<file path="src/rtl/pc_pkg.sv">
package pc_pkg;

    typedef enum logic [1:0] {
        PH_IDLE = 2'b00,
        PH_LAG  = 2'b01,
        PH_LEAD = 2'b10
    } ph_state_t;

    typedef enum logic {
        LK_HUNT = 1'b0,
        LK_HELD = 1'b1
    } lk_state_t;

    localparam logic [1:0] ERR_HIZ = 2'b00;
    localparam logic [1:0] ERR_SRC = 2'b01;
    localparam logic [1:0] ERR_SNK = 2'b10;

endpackage

</file>
<file path="src/rtl/pc_fall_det.sv">
module pc_fall_det #(
    parameter int STAGES = 2
) (
    input  logic clk,
    input  logic rst_n,
    input  logic din,
    output logic fall
);
    // sh[0..STAGES-1] synchronize, sh[STAGES] holds the previous synced value
    logic [STAGES:0] sh;

    always_ff @(posedge clk) begin
        if (!rst_n) sh[0] <= 1'b0;
        else        sh[0] <= din;
    end

    for (genvar i = 1; i <= STAGES; i++) begin : g_chain
        always_ff @(posedge clk) begin
            if (!rst_n) sh[i] <= 1'b0;
            else        sh[i] <= sh[i-1];
        end
    end

    assign fall = sh[STAGES] & ~sh[STAGES-1];
endmodule

</file>
<file path="src/rtl/pc_pump_fsm.sv">
module pc_pump_fsm
    import pc_pkg::*;
#(
    parameter int CNT_W = 12
) (
    input  logic             clk,
    input  logic             rst_n,
    input  logic             en,
    input  logic             ref_fall,
    input  logic             fb_fall,
    output logic             pump_up,
    output logic             pump_dn,
    output logic [1:0]       err_code,
    output logic             cmp_valid,
    output logic [CNT_W-1:0] cmp_diff
);
    localparam logic [CNT_W-1:0] SPAN_MAX = '1;
    localparam logic [CNT_W-1:0] SPAN_ONE = CNT_W'(1);

    ph_state_t        state_q, state_d;
    logic [CNT_W-1:0] span_q, span_d;
    logic             restart;

    // state register
    always_ff @(posedge clk) begin
        if (!rst_n) begin
            state_q <= PH_IDLE;
            span_q  <= '0;
        end else begin
            state_q <= state_d;
            span_q  <= span_d;
        end
    end

    // transitions and comparison events
    always_comb begin
        state_d   = state_q;
        cmp_valid = 1'b0;
        cmp_diff  = '0;
        restart   = 1'b0;
        unique case (state_q)
            PH_IDLE: begin
                if (ref_fall && fb_fall) begin
                    cmp_valid = 1'b1;              // coincide
                end else if (ref_fall) begin
                    state_d = PH_LAG;              // start-lag
                    restart = 1'b1;
                end else if (fb_fall) begin
                    state_d = PH_LEAD;             // start-lead
                    restart = 1'b1;
                end
            end
            PH_LAG: begin
                if (fb_fall) begin
                    cmp_valid = 1'b1;
                    cmp_diff  = span_q;
                    if (ref_fall) restart = 1'b1;  // close-and-reopen
                    else          state_d = PH_IDLE; // close
                end else if (ref_fall) begin
                    cmp_valid = 1'b1;              // slip
                    cmp_diff  = SPAN_MAX;
                    restart   = 1'b1;
                end
            end
            PH_LEAD: begin
                if (ref_fall) begin
                    cmp_valid = 1'b1;
                    cmp_diff  = span_q;
                    if (fb_fall) restart = 1'b1;
                    else         state_d = PH_IDLE;
                end else if (fb_fall) begin
                    cmp_valid = 1'b1;
                    cmp_diff  = SPAN_MAX;
                    restart   = 1'b1;
                end
            end
            default: state_d = PH_IDLE;
        endcase
        if (!en) begin                             // halt
            state_d   = PH_IDLE;
            cmp_valid = 1'b0;
            restart   = 1'b0;
        end
    end

    // span counter, saturating
    always_comb begin
        if (restart)                 span_d = SPAN_ONE;
        else if (state_d == PH_IDLE) span_d = '0;
        else if (span_q == SPAN_MAX) span_d = SPAN_MAX;
        else                         span_d = span_q + SPAN_ONE;
    end

    // outputs
    always_comb begin
        pump_up  = 1'b0;
        pump_dn  = 1'b0;
        err_code = ERR_HIZ;
        unique case (state_q)
            PH_LAG: begin
                pump_up  = 1'b1;
                err_code = ERR_SRC;
            end
            PH_LEAD: begin
                pump_dn  = 1'b1;
                err_code = ERR_SNK;
            end
            default: ;
        endcase
    end
endmodule

</file>
<file path="src/rtl/pc_lock_qual.sv">
module pc_lock_qual
    import pc_pkg::*;
#(
    parameter int CNT_W  = 12,
    parameter int LOCK_K = 4
) (
    input  logic             clk,
    input  logic             rst_n,
    input  logic             en,
    input  logic             cmp_valid,
    input  logic [CNT_W-1:0] cmp_diff,
    input  logic [CNT_W-1:0] win_cyc,
    output logic             cmp_hit,
    output logic             lock_n
);
    localparam int          RUN_W    = $clog2(LOCK_K + 1);
    localparam logic [RUN_W-1:0] RUN_LAST = RUN_W'(LOCK_K - 1);

    lk_state_t        state_q, state_d;
    logic [RUN_W-1:0] run_q, run_d;

    assign cmp_hit = (cmp_diff <= win_cyc);

    // state register
    always_ff @(posedge clk) begin
        if (!rst_n) begin
            state_q <= LK_HUNT;
            run_q   <= '0;
        end else begin
            state_q <= state_d;
            run_q   <= run_d;
        end
    end

    // transitions
    always_comb begin
        state_d = state_q;
        run_d   = run_q;
        unique case (state_q)
            LK_HUNT: begin
                if (cmp_valid && cmp_hit) begin
                    if (run_q == RUN_LAST) begin
                        state_d = LK_HELD;         // acquire
                        run_d   = '0;
                    end else begin
                        run_d = run_q + RUN_W'(1);
                    end
                end else if (cmp_valid) begin
                    run_d = '0;
                end
            end
            LK_HELD: begin
                if (cmp_valid && !cmp_hit) state_d = LK_HUNT; // drop
            end
            default: state_d = LK_HUNT;
        endcase
        if (!en) begin
            state_d = LK_HUNT;
            run_d   = '0;
        end
    end

    // outputs
    always_comb begin
        lock_n = 1'b1;
        unique case (state_q)
            LK_HELD: lock_n = 1'b0;
            default: lock_n = 1'b1;
        endcase
    end
endmodule

</file>
<file path="src/rtl/fg_phase_cmp.sv">
module fg_phase_cmp
    import pc_pkg::*;
#(
    parameter int SYNC_STAGES = 2,
    parameter int CNT_W       = 12,
    parameter int LOCK_K      = 4
) (
    input  logic             clk,
    input  logic             rst_n,
    input  logic             en,
    input  logic             ref_in,
    input  logic             fb_in,
    input  logic [CNT_W-1:0] win_cyc,
    output logic             pump_up,
    output logic             pump_dn,
    output logic [1:0]       err_code,
    output logic             lock_n
);
    localparam int N_IN = 2;

    logic [N_IN-1:0] raw_in;
    logic [N_IN-1:0] falls;
    logic            ref_fall, fb_fall;
    logic            cmp_valid, cmp_hit;
    logic [CNT_W-1:0] cmp_diff;

    assign raw_in = {fb_in, ref_in};

    for (genvar i = 0; i < N_IN; i++) begin : g_edge
        pc_fall_det #(.STAGES(SYNC_STAGES)) u_fall (
            .clk  (clk),
            .rst_n(rst_n),
            .din  (raw_in[i]),
            .fall (falls[i])
        );
    end

    assign ref_fall = falls[0];
    assign fb_fall  = falls[1];

    pc_pump_fsm #(.CNT_W(CNT_W)) u_pump (
        .clk      (clk),
        .rst_n    (rst_n),
        .en       (en),
        .ref_fall (ref_fall),
        .fb_fall  (fb_fall),
        .pump_up  (pump_up),
        .pump_dn  (pump_dn),
        .err_code (err_code),
        .cmp_valid(cmp_valid),
        .cmp_diff (cmp_diff)
    );

    pc_lock_qual #(.CNT_W(CNT_W), .LOCK_K(LOCK_K)) u_lock (
        .clk      (clk),
        .rst_n    (rst_n),
        .en       (en),
        .cmp_valid(cmp_valid),
        .cmp_diff (cmp_diff),
        .win_cyc  (win_cyc),
        .cmp_hit  (cmp_hit),
        .lock_n   (lock_n)
    );
endmodule

</file>
<file path="config.mk">
export PLATFORM = sky130hd
export DESIGN_NAME = fg_phase_cmp
export DESIGN_NICKNAME = d
export VERILOG_FILES = /design/src/rtl/pc_pkg.sv /design/src/rtl/pc_fall_det.sv /design/src/rtl/pc_pump_fsm.sv /design/src/rtl/pc_lock_qual.sv /design/src/rtl/fg_phase_cmp.sv
export SDC_FILE = /design/constraint.sdc
export NUM_CORES = 1
export LEC_CHECK = 0
export ABC_AREA = 1
export ABC_CLOCK_PERIOD_IN_PS = 5600
export BUFFER_PORTS_ARGS = -buffer_cell sky130_fd_sc_hd__buf_2
export CAP_MARGIN = 10
export CORE_ASPECT_RATIO = 1.25
export CORE_MARGIN = 3
export CORE_UTILIZATION = 62
export DETAILED_ROUTE_END_ITERATION = 10
export PLACE_DENSITY = 0.89
export SETUP_SLACK_MARGIN = 0.1
export SYNTH_ARGS = -nofsm -noshare
export SYNTH_HDL_FRONTEND = slang
export SYNTH_SLANG_ARGS = --single-unit
</file>
<file path="constraint.sdc">
create_clock -name clk -period 5.6 [get_ports clk]
set_input_delay 0.56 -clock clk [delete_from_list [all_inputs] [get_ports clk]]
set_output_delay 0.56 -clock clk [all_outputs]
set_load 0.02 [all_outputs]
</file>
# After elaboration in Yosys (flattened, before gate mapping)
# Index checks and enable logic that the tools add are counted.
[classes]
n_addsub = 2
mul = 0
div = 0
magnitude_cmp = 1
eq_ne = 4
shifts = 0
mux = 38
bitwise_logic = 6
n_reduce_logical = 10
[op_table]
columns = ["op", "n"]
rows = [
  ["12-bit 2-to-1 mux", 5],
  ["12-bit case mux with 2 select lines", 1],
  ["1-bit 2-to-1 mux", 16],
  ["2-bit 2-to-1 mux", 8],
  ["12-bit by 1-bit adder with 12-bit output, second input constant", 1],
  ["12-bit equality test, second input constant", 1],
  ["12-bit less-or-equal comparator", 1],
  ["3-bit 2-to-1 mux", 3],
  ["1-bit case mux with 3 select lines", 2],
  ["2-bit case mux with 3 select lines", 1],
  ["2-bit zero test", 2],
  ["1-bit NOT", 4],
  ["2-bit case mux with 2 select lines", 1],
  ["2-bit AND reduction", 2],
  ["3-bit by 1-bit adder with 3-bit output, second input constant", 1],
  ["3-bit by 2-bit equality test with 1-bit output, second input constant", 1],
  ["1-bit logical AND", 3],
  ["3-bit OR reduction", 1],
  ["1-bit AND", 2],
  ["2-bit by 1-bit equality test with 1-bit output, second input constant", 1],
  ["2-bit equality test, second input constant", 1],
  ["1-bit case mux with 2 select lines", 1],
  ["2-bit nonzero test", 1],
  ["1-bit zero test", 1],
]
[word_totals]
register_bits = 24
latch_bits = 0
ram_bits = 0
romBits = 0
input_bits = 17
output_inout_bits = 5
elab_cells = 72
n_memories = 0

# Longest topological paths before layout
[logic_depth]
word_depth = 10
ltp_mapped = 16
depth_no_buf = 16

# Hierarchy
# From an unflattened synthesis, not the netlist that was laid out.
[unflattened]
hier_cells = 317
hier_area_um2 = 1995.7
[by_module_without_submodules]
columns = ["mod", "n_inst", "cells_per_inst", "area_per_inst_um2", "seq_area_each_um2"]
rows = [
  ["pc_pump_fsm", 1, 210, 1268.7, 280.3],
  ["pc_lock_qual", 1, 85, 546.8, 80.1],
  ["pc_fall_det", 2, 11, 90.1, 60.1],
]

# Worst setup path after synthesis
# OpenSTA, ideal clock, no wires.
[synth_path]
path_kind = "reg2reg"
from = "register u_pump.state_q[0]"
to = "register u_lock.state_q"
arrival_time_ps = 2122
t_required_ps = 5485
setup_slack_ps = 3363
stages_incl_launch_ff = 15
n_path_buf = 1
period_less_slack_ps = 2237
cell_sequence = "dfxtp_1 > inv_1 > ha_1 > nand2_1 > clkbuf_1 > a21oi_1 > ha_1 > nand2_1 > nor2_1 > and2_1 > nand2_1 > nand3_1 > nand2_1 > o21ai_0 > inv_1"
[synth_between]
elab_chain_cells = 7
word_cells_on_any_way = 13
classes_between = "1 x order compare; 2 x eq/ne; 6 x mux; 4 x reduce/logical"
[synth_lines]
columns = ["item", "line_no", "source"]
rows = [
  ["start: declaration", "pc_pump_fsm.sv:20", "ph_state_t state_q, state_d;"],
  ["start signal: assignment", "pc_pump_fsm.sv:30", "state_q <= state_d;"],
  ["2-bit equality test / 2-bit by 1-bit equality test with 1-bit output (equally long branches)", "pc_pump_fsm.sv:41", "unique case (state_q)"],
  ["12-bit case mux with 2 select lines", "pc_pump_fsm.sv:41", ""],
  ["12-bit less-or-equal comparator", "pc_lock_qual.sv:22", "assign cmp_hit = (cmp_diff <= win_cyc);"],
  ["1-bit zero test", "pc_lock_qual.sv:53", "if (cmp_valid && !cmp_hit) state_d = LK_HUNT;"],
  ["1-bit logical AND", "pc_lock_qual.sv:53", ""],
  ["1-bit 2-to-1 mux", "pc_lock_qual.sv:53", ""],
  ["1-bit case mux with 2 select lines (*)", "pc_lock_qual.sv:39", "unique case (state_q)"],
  ["end signal: assignment", "pc_lock_qual.sv:30", "state_q <= state_d;"],
  ["end: declaration", "pc_lock_qual.sv:19", "lk_state_t state_q, state_d;"],
]
# Mark *: on every way between the ends. The rest lies on a longest branch, timed or not.
# A chain may end at the register's enable or synchronous reset.

# Final worst setup path
[layout_path]
from = "register u_pump.state_q[1]"
to = "register u_lock.run_q[0]"
[layout_between]
elab_chain_cells = 6
word_cells_on_any_way = 11
classes_between = "1 x order compare; 2 x eq/ne; 4 x mux; 4 x reduce/logical"
[layout_lines]
columns = ["item", "line_no", "source"]
rows = [
  ["2-bit equality test, or another cell as far along", "pc_pump_fsm.sv:41", ""],
  ["12-bit case mux with 2 select lines / 1-bit case mux with 3 select lines (equally long branches)", "pc_pump_fsm.sv:41", ""],
  ["12-bit less-or-equal comparator / 1-bit 2-to-1 mux (equally long branches)", "pc_lock_qual.sv:22, pc_pump_fsm.sv:79", ""],
  ["1-bit logical AND", "pc_lock_qual.sv:41", "if (cmp_valid && cmp_hit) begin"],
  ["2-bit nonzero test (no source line)", "-", ""],
  ["2-bit AND reduction (no source line)", "-", ""],
  ["end signal: assignment", "pc_lock_qual.sv:31", "run_q <= run_d;"],
  ["end: declaration", "pc_lock_qual.sv:20", "logic [RUN_W-1:0] run_q, run_d;"],
]
# Parallel ways exist; a longest one is shown, timed or not.

==> metrics.cfg <==
[placement]
dp_hpwl_um = 2720
placed_area_um2 = 1910
gp_congestion = 0.827
dpl.cell_count = 328
io_buffer_count = 21

[worst_setup_path]
crit_top_cell = nand2_1
crit_chain = inv_1, ha_1, o21ai_0, a21oi_1, ha_1, nand2_1, nor2_1, and2_1, nand2_1, nand3_1, nand2_1, nand3_1, a21oi_1
path_buf_inv = 1
required_ns = 5.86
max_stage_delay_ns = 0.43
slowest_stage = ha_1
arrival_ns = 2.67
crit_type = flop to flop
cp-start-kind = flop
cp_max_fo = 16
crit_path_end_kind = flop
critPathTopFamily = adder cells

[floorplan]
die_area_um2 = 3600
rows = 21
start_util_pct = 66.0
core-area_um2 = 2730
fp.dieH_um = 66.3
ioPinCount = 22
die_w_um = 54.2

[clock_tree]
clock_path_buffers = 2
cts-root-buf = clkbuf_4
post_cts_buffers = 0
h-tree-depth = 1
cts_resized = 0
numCtsBuffers = 3
cts_hold_buf = 0
insertion_delay_ns = 0.32
clk_pin_slew_worst_paths_ns = 0.15
cts_tree = yes
clkSinkCount = 24

[timing]
fin_crit_ns = 2.42
timing.slew.headroom_pct = 70.0
drv_slew = 0
tns_ns = 0
worst_pin_slew_ns = 0.449
period_share_pct = 43.1
rsz0062_at_grt = no
finalSetupViolCount = 0
clock_skew_ns = 0.0122
final_hold_viol_count = 0
max_freq_mhz = 414

[detailed_routing]
drc = 0
wl_um = 3480
ant_nets = 0
routedWlPerCell_um = 10.5
via_per_inst = 5.13
first_pass_iters = 6
dr_total_vias = 1703
drt_iter0_drc = 50

[run]
drv_cap = 0

[synthesis]
ys_seq_elements = 24
syn_nets = 317
syn_area_um2 = 1800
yosysWarnings = 0
syn_area_per_cell_um2 = 6.42
synth_cell_type_count = 27
ys_seq_area_share_pct = 26.6
syn_inst = 281

[global_route]
grt_overflow = 0
grt_pass1_wl_um = 5810
grt.total_usage_pct = 21.1
met3_usage_pct = 2.93
use_met2_pct = 37.3
antenna_found_initial = 0
gr-usage-met1_pct = 25.4
grt_pass1_vias = 1470
grt_start_max_net_pins = 17
grt_busiest_layer = met2

[final_layout]
final_cells = 332
diodes = 0
final_cell_mix = nand2_1 (62), inv_1 (49), nor2_1 (34), o21ai_0 (27), dfxtp_1 (24)
fin_nets = 335
final_common_cell = nand2_1
final_area_um2 = 1970
areaGrowthSynthToFinish_pct = 9.02
drive_gt1_share_pct = 12.4

[min_path]
hp-class = primary input to flop

[power]
power.leakage_nw = 0.997
cellPowerDensity_nw_per_um2 = 167
peakVddDrop_mv = 0.170

[outcome]
status = finished, final reports clean

-- synth_stat cells --
library cell,n,area share [%]
nor2_4,1,0.62
nor3_4,1,0.90
inv_1,49,10
nand2_1,62,13
xnor2_1,2,0.97
clkbuf_1,6,1.2
clkinv_1,1,0.21
nor3_2,1,0.56
o21ai_0,27,7.5
a21o_1,1,0.42
or2_1,1,0.35
o21ai_1,2,0.56
nor2_1,34,7.1
nor2_2,1,0.35
a21oi_2,1,0.49
and2_1,1,0.35
xor2_1,5,2.4
ha_1,19,13
inv_2,3,0.62
nand2_2,3,1.0
nand4_4,1,1.2
nand4_1,2,0.69
nand3_1,11,3.1
buf_4,2,0.83
dfxtp_1,24,27
o22ai_1,1,0.35
a21oi_1,19,5.3
-- report_power, final --
part | internal, mW | switching, mW | leakage (nW)
clock network | 0.0723 | 0.0547 | 0.0279
registers | 0.173 | 0.00146 | 0.194
logic | 0.0109 | 0.0159 | 0.774
total | 0.256 | 0.0721 | 0.997
-- final timing paths --
kind	start	endpoint	slack [ns]	cells after the start
min reg2reg	g_edge[0].u_fall.sh[0]$_SDFF_PN0_	g_edge[0].u_fall.sh[1]$_SDFF_PN0_	0.43	2
max	u_pump.state_q[1]$_SDFF_PN0_	u_lock.run_q[0]$_SDFFE_PN0P_	3.18	13
max reg2reg	u_pump.state_q[1]$_SDFF_PN0_	u_lock.run_q[0]$_SDFFE_PN0P_	3.18	13
min	fb_in	g_edge[1].u_fall.sh[0]$_SDFF_PN0_	0.41	3
-- per-stage QoR --
stage                     worst slack (ns)  power [mW]  util (%)  hold slack (ns)
after floorplan                       3.36       0.196         -            0.390
after global placement                3.34       0.204      70.0            0.392
after detailed placement              3.23       0.205      70.0            0.415
after CTS                             3.22       0.330      71.9            0.400
after global routing                  2.93       0.342      71.9            0.407
final                                 3.18       0.328      71.9            0.406
-- worst min-delay path: cells and delay by family --
family,cells,cell delay [ns]
buf+inv,2,0.11
simple gates,1,0.04
-- sequential cells by signal (all words and copies together) (netlist names) --
name,flops
u_lock.run_q,3
g_edge.u_fall.sh,6
u_pump.span_q,12
u_pump.state_q,2
u_lock.state_q,1
-- cell families after synthesis --
group                    share of synthesized area [%]
AO/OA/AOI/OAI                                     14.6
adder cells (fa/ha/maj)                           13.2
XOR/XNOR                                          3.40
flip-flops                                        26.6
AND/OR/NAND/NOR                                   29.1
buffers and inverters                             13.1
-- layout make-up --
type                            count  area [um2]
Multi-Input combinational cell    196        1090
Clock buffer                        3        22.5
Sequential cell                    24         480
Timing Repair Buffer               21         105
Inverter                           53         199
Tap cell                           34        42.5
Clock inverter                      1        30.0
Fill cell                         238         767
-- layer usage --
layer | routed length, um | vias to the layer above
met5 | 0 | -
met4 | 60 | 0
met3 | 180 | 8
met2 | 1730 | 40
met1 | 1510 | 747
li1 | - | 908
(Power assumes the default switching activity.)
